[src/rtl/rep_sub_div_pkg.sv]
package rep_sub_div_pkg;

  // Strobes from control to datapath
  typedef struct packed {
    logic load;        // capture operands, clear count
    logic step;        // subtract divisor, count one
    logic finishZero;  // zero divisor: force count to all ones
  } dpCtrlT;

  // Status from datapath to control
  typedef struct packed {
    logic accLtDiv;    // accumulator below divisor
    logic divZero;     // captured divisor is zero
  } dpStatT;

  typedef enum logic {
    ST_IDLE = 1'b0,
    ST_RUN  = 1'b1
  } ctrlStateT;

endpackage

[src/rtl/rep_sub_div_datapath.sv]
module rep_sub_div_datapath
  import rep_sub_div_pkg::*;
#(
  parameter int WIDTH = 32,
  parameter int FRAC  = 0
) (
  input  logic                    clk,
  input  logic                    rstN,
  input  dpCtrlT                  ctrl,
  input  logic [WIDTH-1:0]        dividend,
  input  logic [WIDTH-1:0]        divisor,
  output dpStatT                  stat,
  output logic [WIDTH+FRAC-1:0]   quotient,
  output logic [WIDTH+FRAC-1:0]   remainder
);

  localparam int AW = WIDTH + FRAC;

  logic [AW-1:0]    accReg;
  logic [AW-1:0]    cntReg;
  logic [WIDTH-1:0] divReg;
  logic [AW-1:0]    loadVal;
  logic [AW-1:0]    divWide;

  // Scaled dividend: FRAC zero bits appended below the LSB
  generate
    if (FRAC == 0) begin : g_noFrac
      assign loadVal = dividend;
    end else begin : g_frac
      assign loadVal = {dividend, {FRAC{1'b0}}};
    end
  endgenerate

  assign divWide = AW'(divReg);

  always_ff @(posedge clk or negedge rstN) begin
    if (!rstN) begin
      accReg <= '0;
      cntReg <= '0;
      divReg <= '0;
    end else if (ctrl.load) begin
      accReg <= loadVal;
      cntReg <= '0;
      divReg <= divisor;
    end else if (ctrl.finishZero) begin
      cntReg <= '1;
    end else if (ctrl.step) begin
      accReg <= accReg - divWide;
      cntReg <= cntReg + AW'(1);
    end
  end

  assign stat.accLtDiv = (accReg < divWide);
  assign stat.divZero  = (divReg == '0);
  assign quotient      = cntReg;
  assign remainder     = accReg;

  // Each step must shrink the accumulator and grow the count by one
  AST_ACC_SHRINKS: assert property (@(posedge clk) disable iff (!rstN)
    ctrl.step |=> (accReg < $past(accReg)));
  AST_CNT_ADVANCES: assert property (@(posedge clk) disable iff (!rstN)
    ctrl.step |=> (cntReg == $past(cntReg) + AW'(1)));
  // With no strobe, results hold
  AST_RESULTS_HOLD: assert property (@(posedge clk) disable iff (!rstN)
    !(ctrl.load || ctrl.step || ctrl.finishZero) |=> ($stable(accReg) && $stable(cntReg)));
  // Strobes are mutually exclusive
  AST_ONE_STROBE: assert property (@(posedge clk) disable iff (!rstN)
    $onehot0({ctrl.load, ctrl.step, ctrl.finishZero}));

endmodule

[src/rtl/rep_sub_div_control.sv]
module rep_sub_div_control
  import rep_sub_div_pkg::*;
(
  input  logic   clk,
  input  logic   rstN,
  input  logic   start,
  input  dpStatT stat,
  output dpCtrlT ctrl,
  output logic   busy,
  output logic   done,
  output logic   divErr
);

  ctrlStateT state;
  ctrlStateT stateNext;
  logic      finishNorm;

  always_comb begin
    ctrl            = '0;
    finishNorm      = 1'b0;
    stateNext       = state;
    unique case (state)
      ST_IDLE: begin
        if (start) begin
          ctrl.load = 1'b1;
          stateNext = ST_RUN;
        end
      end
      ST_RUN: begin
        if (stat.divZero) begin
          ctrl.finishZero = 1'b1;
          stateNext       = ST_IDLE;
        end else if (stat.accLtDiv) begin
          finishNorm = 1'b1;
          stateNext  = ST_IDLE;
        end else begin
          ctrl.step = 1'b1;
        end
      end
      default: stateNext = ST_IDLE;
    endcase
  end

  always_ff @(posedge clk or negedge rstN) begin
    if (!rstN) begin
      state  <= ST_IDLE;
      done   <= 1'b0;
      divErr <= 1'b0;
    end else begin
      state <= stateNext;
      done  <= ctrl.finishZero || finishNorm;
      if (ctrl.load) begin
        divErr <= 1'b0;
      end else if (ctrl.finishZero) begin
        divErr <= 1'b1;
      end
    end
  end

  assign busy = (state == ST_RUN);

  AST_DONE_SINGLE: assert property (@(posedge clk) disable iff (!rstN)
    done |=> !done);
  AST_DONE_NOT_BUSY: assert property (@(posedge clk) disable iff (!rstN)
    done |-> !busy);
  AST_START_ACCEPTED: assert property (@(posedge clk) disable iff (!rstN)
    (!busy && start) |=> busy);
  AST_ZERO_DIV_EXIT: assert property (@(posedge clk) disable iff (!rstN)
    (busy && stat.divZero) |=> (done && divErr && !busy));
  AST_ERR_ONLY_ZERO: assert property (@(posedge clk) disable iff (!rstN)
    (busy && !stat.divZero) |=> !divErr);

endmodule

[src/rtl/rep_sub_divider.sv]
module rep_sub_divider
  import rep_sub_div_pkg::*;
#(
  parameter int WIDTH = 32,
  parameter int FRAC  = 0
) (
  input  logic                  clk,
  input  logic                  rstN,
  input  logic                  start,
  input  logic [WIDTH-1:0]      dividend,
  input  logic [WIDTH-1:0]      divisor,
  output logic                  busy,
  output logic                  done,
  output logic                  divErr,
  output logic [WIDTH+FRAC-1:0] quotient,
  output logic [WIDTH+FRAC-1:0] remainder
);

  dpCtrlT dpCtrl;
  dpStatT dpStat;

  rep_sub_div_control u_control (
    .clk    (clk),
    .rstN   (rstN),
    .start  (start),
    .stat   (dpStat),
    .ctrl   (dpCtrl),
    .busy   (busy),
    .done   (done),
    .divErr (divErr)
  );

  rep_sub_div_datapath #(
    .WIDTH (WIDTH),
    .FRAC  (FRAC)
  ) u_datapath (
    .clk       (clk),
    .rstN      (rstN),
    .ctrl      (dpCtrl),
    .dividend  (dividend),
    .divisor   (divisor),
    .stat      (dpStat),
    .quotient  (quotient),
    .remainder (remainder)
  );

  // Results hold while idle and not restarted
  AST_IDLE_STABLE: assert property (@(posedge clk) disable iff (!rstN)
    (!busy && !start) |=> ($stable(quotient) && $stable(remainder) && $stable(divErr)));

endmodule

[config.mk]
export PLATFORM = sky130hd
export DESIGN_NAME = rep_sub_divider
export DESIGN_NICKNAME = d
export VERILOG_FILES = /design/src/rtl/rep_sub_div_pkg.sv /design/src/rtl/rep_sub_div_datapath.sv /design/src/rtl/rep_sub_div_control.sv /design/src/rtl/rep_sub_divider.sv
export SDC_FILE = /design/constraint.sdc
export NUM_CORES = 1
export LEC_CHECK = 0
export BUFFER_PORTS_ARGS = -buffer_cell sky130_fd_sc_hd__buf_2
export CORE_MARGIN = 8
export CORE_UTILIZATION = 55
export DETAILED_ROUTE_END_ITERATION = 12
export HOLD_SLACK_MARGIN = 0.06
export PLACE_DENSITY_LB_ADDON = 0.1
export SLEW_MARGIN = 20
export SYNTH_ARGS = -nofsm -noshare
export SYNTH_HDL_FRONTEND = slang
export SYNTH_SLANG_ARGS = --single-unit
[constraint.sdc]
create_clock -name clk -period 6.9 [get_ports clk]
set_input_delay 0.69 -clock clk [delete_from_list [all_inputs] [get_ports clk]]
set_output_delay 0.69 -clock clk [all_outputs]
set_load 0.02 [all_outputs]
# After elaboration in Yosys (flattened, before gate mapping)
# Cells that the tools add are included.
# classes
n_lt_le_gt_ge	1
eq_ne	1
n_addsub	2
bitwise_logic	1
n_reduce_logical	6
n_mux	18
# ops
cell	n
$mux 32	6
$add 32x1->32 const B	1
$logic_not 32->1	1
$lt 32x32->1	1
$sub 32x32->32	1
$mux 1	10
$reduce_bool 2->1	2
$reduce_bool 3->1	1
$mux 2	1
$ne 2x2->1 const B	1
$pmux 1 s2	1
$reduce_and 2->1	1
$logic_or 1x1->1	1
$not 1->1	1
# word_totals
regBits	99
in_bits	67
out_inout_bits	67
word_cells	35

# Longest topological paths before layout
# depth
depth_word	7
ltp_mapped	17
ltp_nobuf	14

# By module
# Synthesis repeated with hierarchy kept, for this count alone.
# unflattened
hier_cells	724
hier_area_um2	6239.7
# modules_own_cells
module	seq_area_each_um2	area_per_inst_um2	cells_each	n_inst
rep_sub_div_datapath	2402.3	6110.9	713	1
rep_sub_div_control	75.1	128.9	11	1

# Worst setup path after synthesis
# No wires, ideal clock.
# synth_path
path_kind	register -> register
startpoint	register u_datapath.accReg[0] (netlist: u_datapath.remainder[0])
endpoint	register u_datapath.accReg[27] (netlist: u_datapath.remainder[27])
t_required_ns	6.770
stages_incl_launch_ff	18
slack_ns	3.531
path_buffers	3
arrival_time_ns	3.239
path_cell_list	dfrtp_1 > inv_1 > ha_1 > inv_1 > fa_1 > a211oi_2 > o311ai_2 > a221oi_2 > o21ai_2 > a31o_4 > a21oi_4 > a2111oi_4 > buf_6 > or2_1 > buf_4 > buf_2 > nor2_1 > a31oi_1
# synth_via
elab_chain_cells	6
elab_cells_between_ends	10
classes_between	1 x add/sub; 1 x order compare; 6 x mux; 2 x reduce/logical
# synth_lines
item	line	rtl
from (decl)	rep_sub_div_datapath.sv:19	logic [AW-1:0] accReg;
from (signal assigned)	rep_sub_div_datapath.sv:42	accReg <= loadVal;
from (signal assigned)	rep_sub_div_datapath.sv:48	accReg <= accReg - divWide;
$lt 32x32->1	rep_sub_div_datapath.sv:53	assign stat.accLtDiv = (accReg < divWide);
$mux 1	rep_sub_div_control.sv:33	end else if (stat.accLtDiv) begin
$mux 1	rep_sub_div_control.sv:30	if (stat.divZero) begin
$mux 2	rep_sub_div_control.sv:22	unique case (state)
$reduce_bool 2->1 (no source line)	--	
$reduce_and 2->1 (no source line)	--	
# Parallel ways exist; a longest one is shown, timed or not. The select of a mux whose other input is x is not followed.
# A chain may end at the register's enable or synchronous reset.

# Worst setup path after layout
# layout_path
startpoint	register u_datapath.accReg[0] (netlist: u_datapath.remainder[0])
endpoint	register u_datapath.accReg[2] (netlist: u_datapath.remainder[2])
# The elaborated chain is that of the path after synthesis.

==> results.txt <==
The remaining antenna violation count after routing is 0. In the final timing run, aggregate negative setup slack is 0 ns. The multi-input gate area in the final layout is 0.00343 mm2. The instance count of the mapped netlist is 728. The power per cell area is ~560 mW/mm2. The total global routing overflow came out at 0.

The most used flip-flop cell after synthesis is dfrtp_1. The register-to-register setup slack came out at about 3.1 ns. The required time of the critical path is 7.14 ns. The final number of max-transition violations came out at 0. The analysis attributes to cell leakage a power of 0.00342 uW. The number of warnings printed during yosys synthesis came out at 0.

Setup repair after global routing left no endpoint under its margin. The floorplan die height came out at 122 um. The TritonCTS clock tree is yes.

In the routed design, unresolved DRC markers number 0. The number of vias per cell after detailed routing is 5.88. In the global route stage, overall resource usage came out at a little under a quarter. Pin placement for this block handled 134 I/O pins. Buffers placed on the I/O ports in this run total 133.

The tightest min-delay check is of the in2async type. The worst setup path is launched from a flip-flop. The detail-routed net length per standard cell came out at 17.0 um. The cell area after technology mapping came out at 0.00621 mm2. The logic depth of the worst register-to-register path came out at 14. The final routed wirelength across all metal layers came out at 16,800 um. The effective utilization at floorplan came out at between 50% and 60%. The repair_antennas step left the layout with diodes totalling 0.

The number of different library cells in the post-synthesis netlist came out at 63. Routability-driven placement finished with a final weighted congestion of 0.865. Once the clock tree was built, the resizer swapped 0 gates to a different size. After synthesis, the mean cell area works out to 8.52 um2. The post-CTS setup repair buffer count is 0.

The highest achievable clock rate is 266 MHz. The number of antenna violations at the first check in global routing is 0. The number of buffers inserted during clock tree synthesis came out at 9.

The share of the clock period used by the worst path after layout is 54.4%. The number of fillers in the final layout came out at 933. The via count of the routed design came out at 5,811. The async set or reset register ratio after synthesis is 100%.

The largest buffer count on any clock path came out at 2. The worst register-to-register path ends at u_datapath.remainder[2]$_DFFE_PN0P_. In this run the worst path has a maximum fanout of 62. The die width is about 120 um. The run finished with clean final reports. The worst register-to-register path begins at u_datapath.remainder[0]$_DFFE_PN0P_.

For this block, the initial DRC count from the detailed router was 467. The worst clock skew on the final layout came out at about 0.009 ns. At the pin with the least slew margin, the transition time is between 1 and 1.5 ns.

The clock slew seen by the registers of the worst setup and hold paths came out at approximately 0.07 ns. After synthesis the netlist holds a flip-flop and latch count of 99. The H-tree depth reported by CTS is 3. The placed wire-length estimate after detailed placement came out at 12,200 um. In this run, post-CTS hold repair placed 0 buffers.

The total die area is 0.0149 mm2. For the finished layout, the period the worst path requires is around 3.8 ns. The core area is 0.0109 mm2. Hold is met by about 0.32 ns.

The proportion of layout cells with a drive suffix above 1 came out at roughly 20%. The pin count of the biggest net entering global routing is 110. The relative max-transition margin is between 30% and 40%.

STA puts the critical path data arrival time at around 4.0 ns. Counting every sink on the clock net gives 99. The number of nets in the layout came out at 945. The number of enable-type register cells in the synthesized netlist is 0. STA classifies the critical path endpoint as a flip-flop. The critical path is of the reg2reg type. Before antenna repair, the detailed router went through 7 iterations. The count of final hold-check violations came out at 0. The cell sitting at the root of the clock tree is a clkbuf_16.

The final count of negative-setup-slack endpoints is 0. The area growth from synthesis to layout came out at 16.3%. The clock latency on the worst-skew pair came out at 0.35 ns. The maximum resistive drop on vdd is about 0.33 mV. The share of the yosys chip area belonging to registers came out at 39.9%. The number of nets produced by synthesis came out at 829. The wire length of the first global-routing pass came out at roughly 28,000 um. The row count is 38.

The number of global-route vias before repair came out at 5,662. The tool flagged a number of max-cap violations equal to 0. The register area came out at around 0.0025 mm2.
[stage by stage]
| step | worst slack, ns | power, uW | std cells | utilization, % | cell area [um2] |
|---|---|---|---|---|---|
| after floorplan | 3.53 | 2940 | 728 | - | 6210 |
| after global placement | 3.00 | 3410 | 973 | 63.5 | 6940 |
| after detailed placement | 2.85 | 3510 | 973 | 63.5 | 6940 |
| after CTS | 2.84 | 4010 | 989 | 66.0 | 7210 |
| after global routing | 2.92 | 4380 | 989 | 66.0 | 7220 |
| final | 3.14 | 4010 | 989 | 66.0 | 7220 |
[layer usage]
| layer | GRT usage (%) | vias up | wire length [um] |
|---|---|---|---|
| li1 | - | 2814 | - |
| met2 | 36.4 | 186 | 7820 |
| met5 | 0 | - | 0 |
| met1 | 29.6 | 2794 | 7470 |
| met3 | 6.25 | 17 | 1220 |
| met4 | 7.01 | 0 | 279 |
[cell usage after synthesis, drive strengths merged (4+ instances only)]
cell type,count,area [um2]
dfrtp,99,2480
nand2,96,363
o21ai,84,424
a21oi,73,377
nor2,56,210
inv,42,158
ha,33,413
xor2,29,254
a31oi,21,131
clkbuf,20,75.1
xnor2,18,158
and3,13,81.3
buf,12,71.3
nand3,12,60.1
a21o,10,75.1
nor4,10,62.6
nor3,8,40.0
nand2b,7,43.8
nand4,7,43.8
o2111ai,7,78.8
or3,7,43.8
and2,5,31.3
o211ai,5,42.5
a211o,4,35.0
nor2b,4,25.0
or2,4,25.0
[critical path: stages, from the launching register on]
cell and delay [ns]:
dfrtp_1 0.41, inv_1 0.07, ha_1 0.17, inv_1 0.06, fa_1 0.43, a211oi_2 0.27
o311ai_2 0.13, a221oi_2 0.35, o21ai_2 0.13, a31o_4 0.29, a21oi_4 0.18, a2111oi_4 0.09
buf_4 0.23, or2_4 0.48, mux2_2 0.36
[state kept, by name, summed over array words and instances (netlist names)]
signal                flops
u_datapath.divReg        32
u_datapath.quotient      32
u_datapath.remainder     32
u_control.busy            1
u_control.divErr          1
u_control.done            1
[how the worst max path moves through the flow]
stage / startpoint / endpoint / slack [ns] / cells after the start
finish: u_datapath.remainder[0]$_DFFE_PN0P_ / u_datapath.remainder[2]$_DFFE_PN0P_ / 3.14 / 14
floorplan: u_datapath.remainder[0]$_DFFE_PN0P_ / u_datapath.remainder[27]$_DFFE_PN0P_ / 3.53 / 17
global route: u_datapath.remainder[0]$_DFFE_PN0P_ / u_datapath.remainder[27]$_DFFE_PN0P_ / 2.92 / 15
global placement: u_datapath.remainder[0]$_DFFE_PN0P_ / u_datapath.remainder[2]$_DFFE_PN0P_ / 3.00 / 14
CTS: u_datapath.remainder[0]$_DFFE_PN0P_ / u_datapath.remainder[2]$_DFFE_PN0P_ / 2.84 / 14
detailed placement: u_datapath.remainder[0]$_DFFE_PN0P_ / u_datapath.remainder[2]$_DFFE_PN0P_ / 2.85 / 14
[layout by cell type (no fill, tap or decap), types with 5 or more instances in the layout]
cell         n
nand2_1     95
clkbuf_16    9
nor4_1      10
xor2_1      29
a31oi_1     21
o21ai_0     82
buf_2      132
nand3_1     12
nor3_1       8
a21oi_1     72
a21o_1      10
inv_1       42
or3_1        7
xnor2_1     18
nand2b_1     7
ha_1        33
nor2_1      56
dfrtp_1     99
buf_4        5
nand4_1      7
and3_1      13
o2111ai_1    6
[cell type report]
class,count,area share [%]
Timing Repair Buffer,137,9.68
Clock buffer,12,3.42
Sequential cell,99,34.3
Inverter,43,2.24
Tap cell,140,2.43
Multi-Input combinational cell,554,47.5
Clock inverter,4,0.364
[where the power goes]
part / switching, uW / internal (uW) / total [uW] / leakage, uW
registers: 173 / 792 / 965 / 0.00123
clock network: 219 / 254 / 473 / 0.000133
logic: 1570 / 1010 / 2580 / 0.00205
total: 1960 / 2050 / 4010 / 0.00342
[cells by family (layout without fill, tap and decap cells)]
kind of cell | after synthesis | in the layout | share of synthesized area, %
buffers and inverters | 75 | 196 | 4.96
multiplexers | 4 | 4 | 0.685
XOR/XNOR | 47 | 47 | 6.63
AND/OR/NAND/NOR | 235 | 235 | 17.4
adder cells (fa/ha/maj) | 34 | 34 | 6.98
flip-flops | 99 | 99 | 39.9
AO/OA/AOI/OAI | 234 | 234 | 23.5
Note: power is estimated with default switching activity, not from simulation.
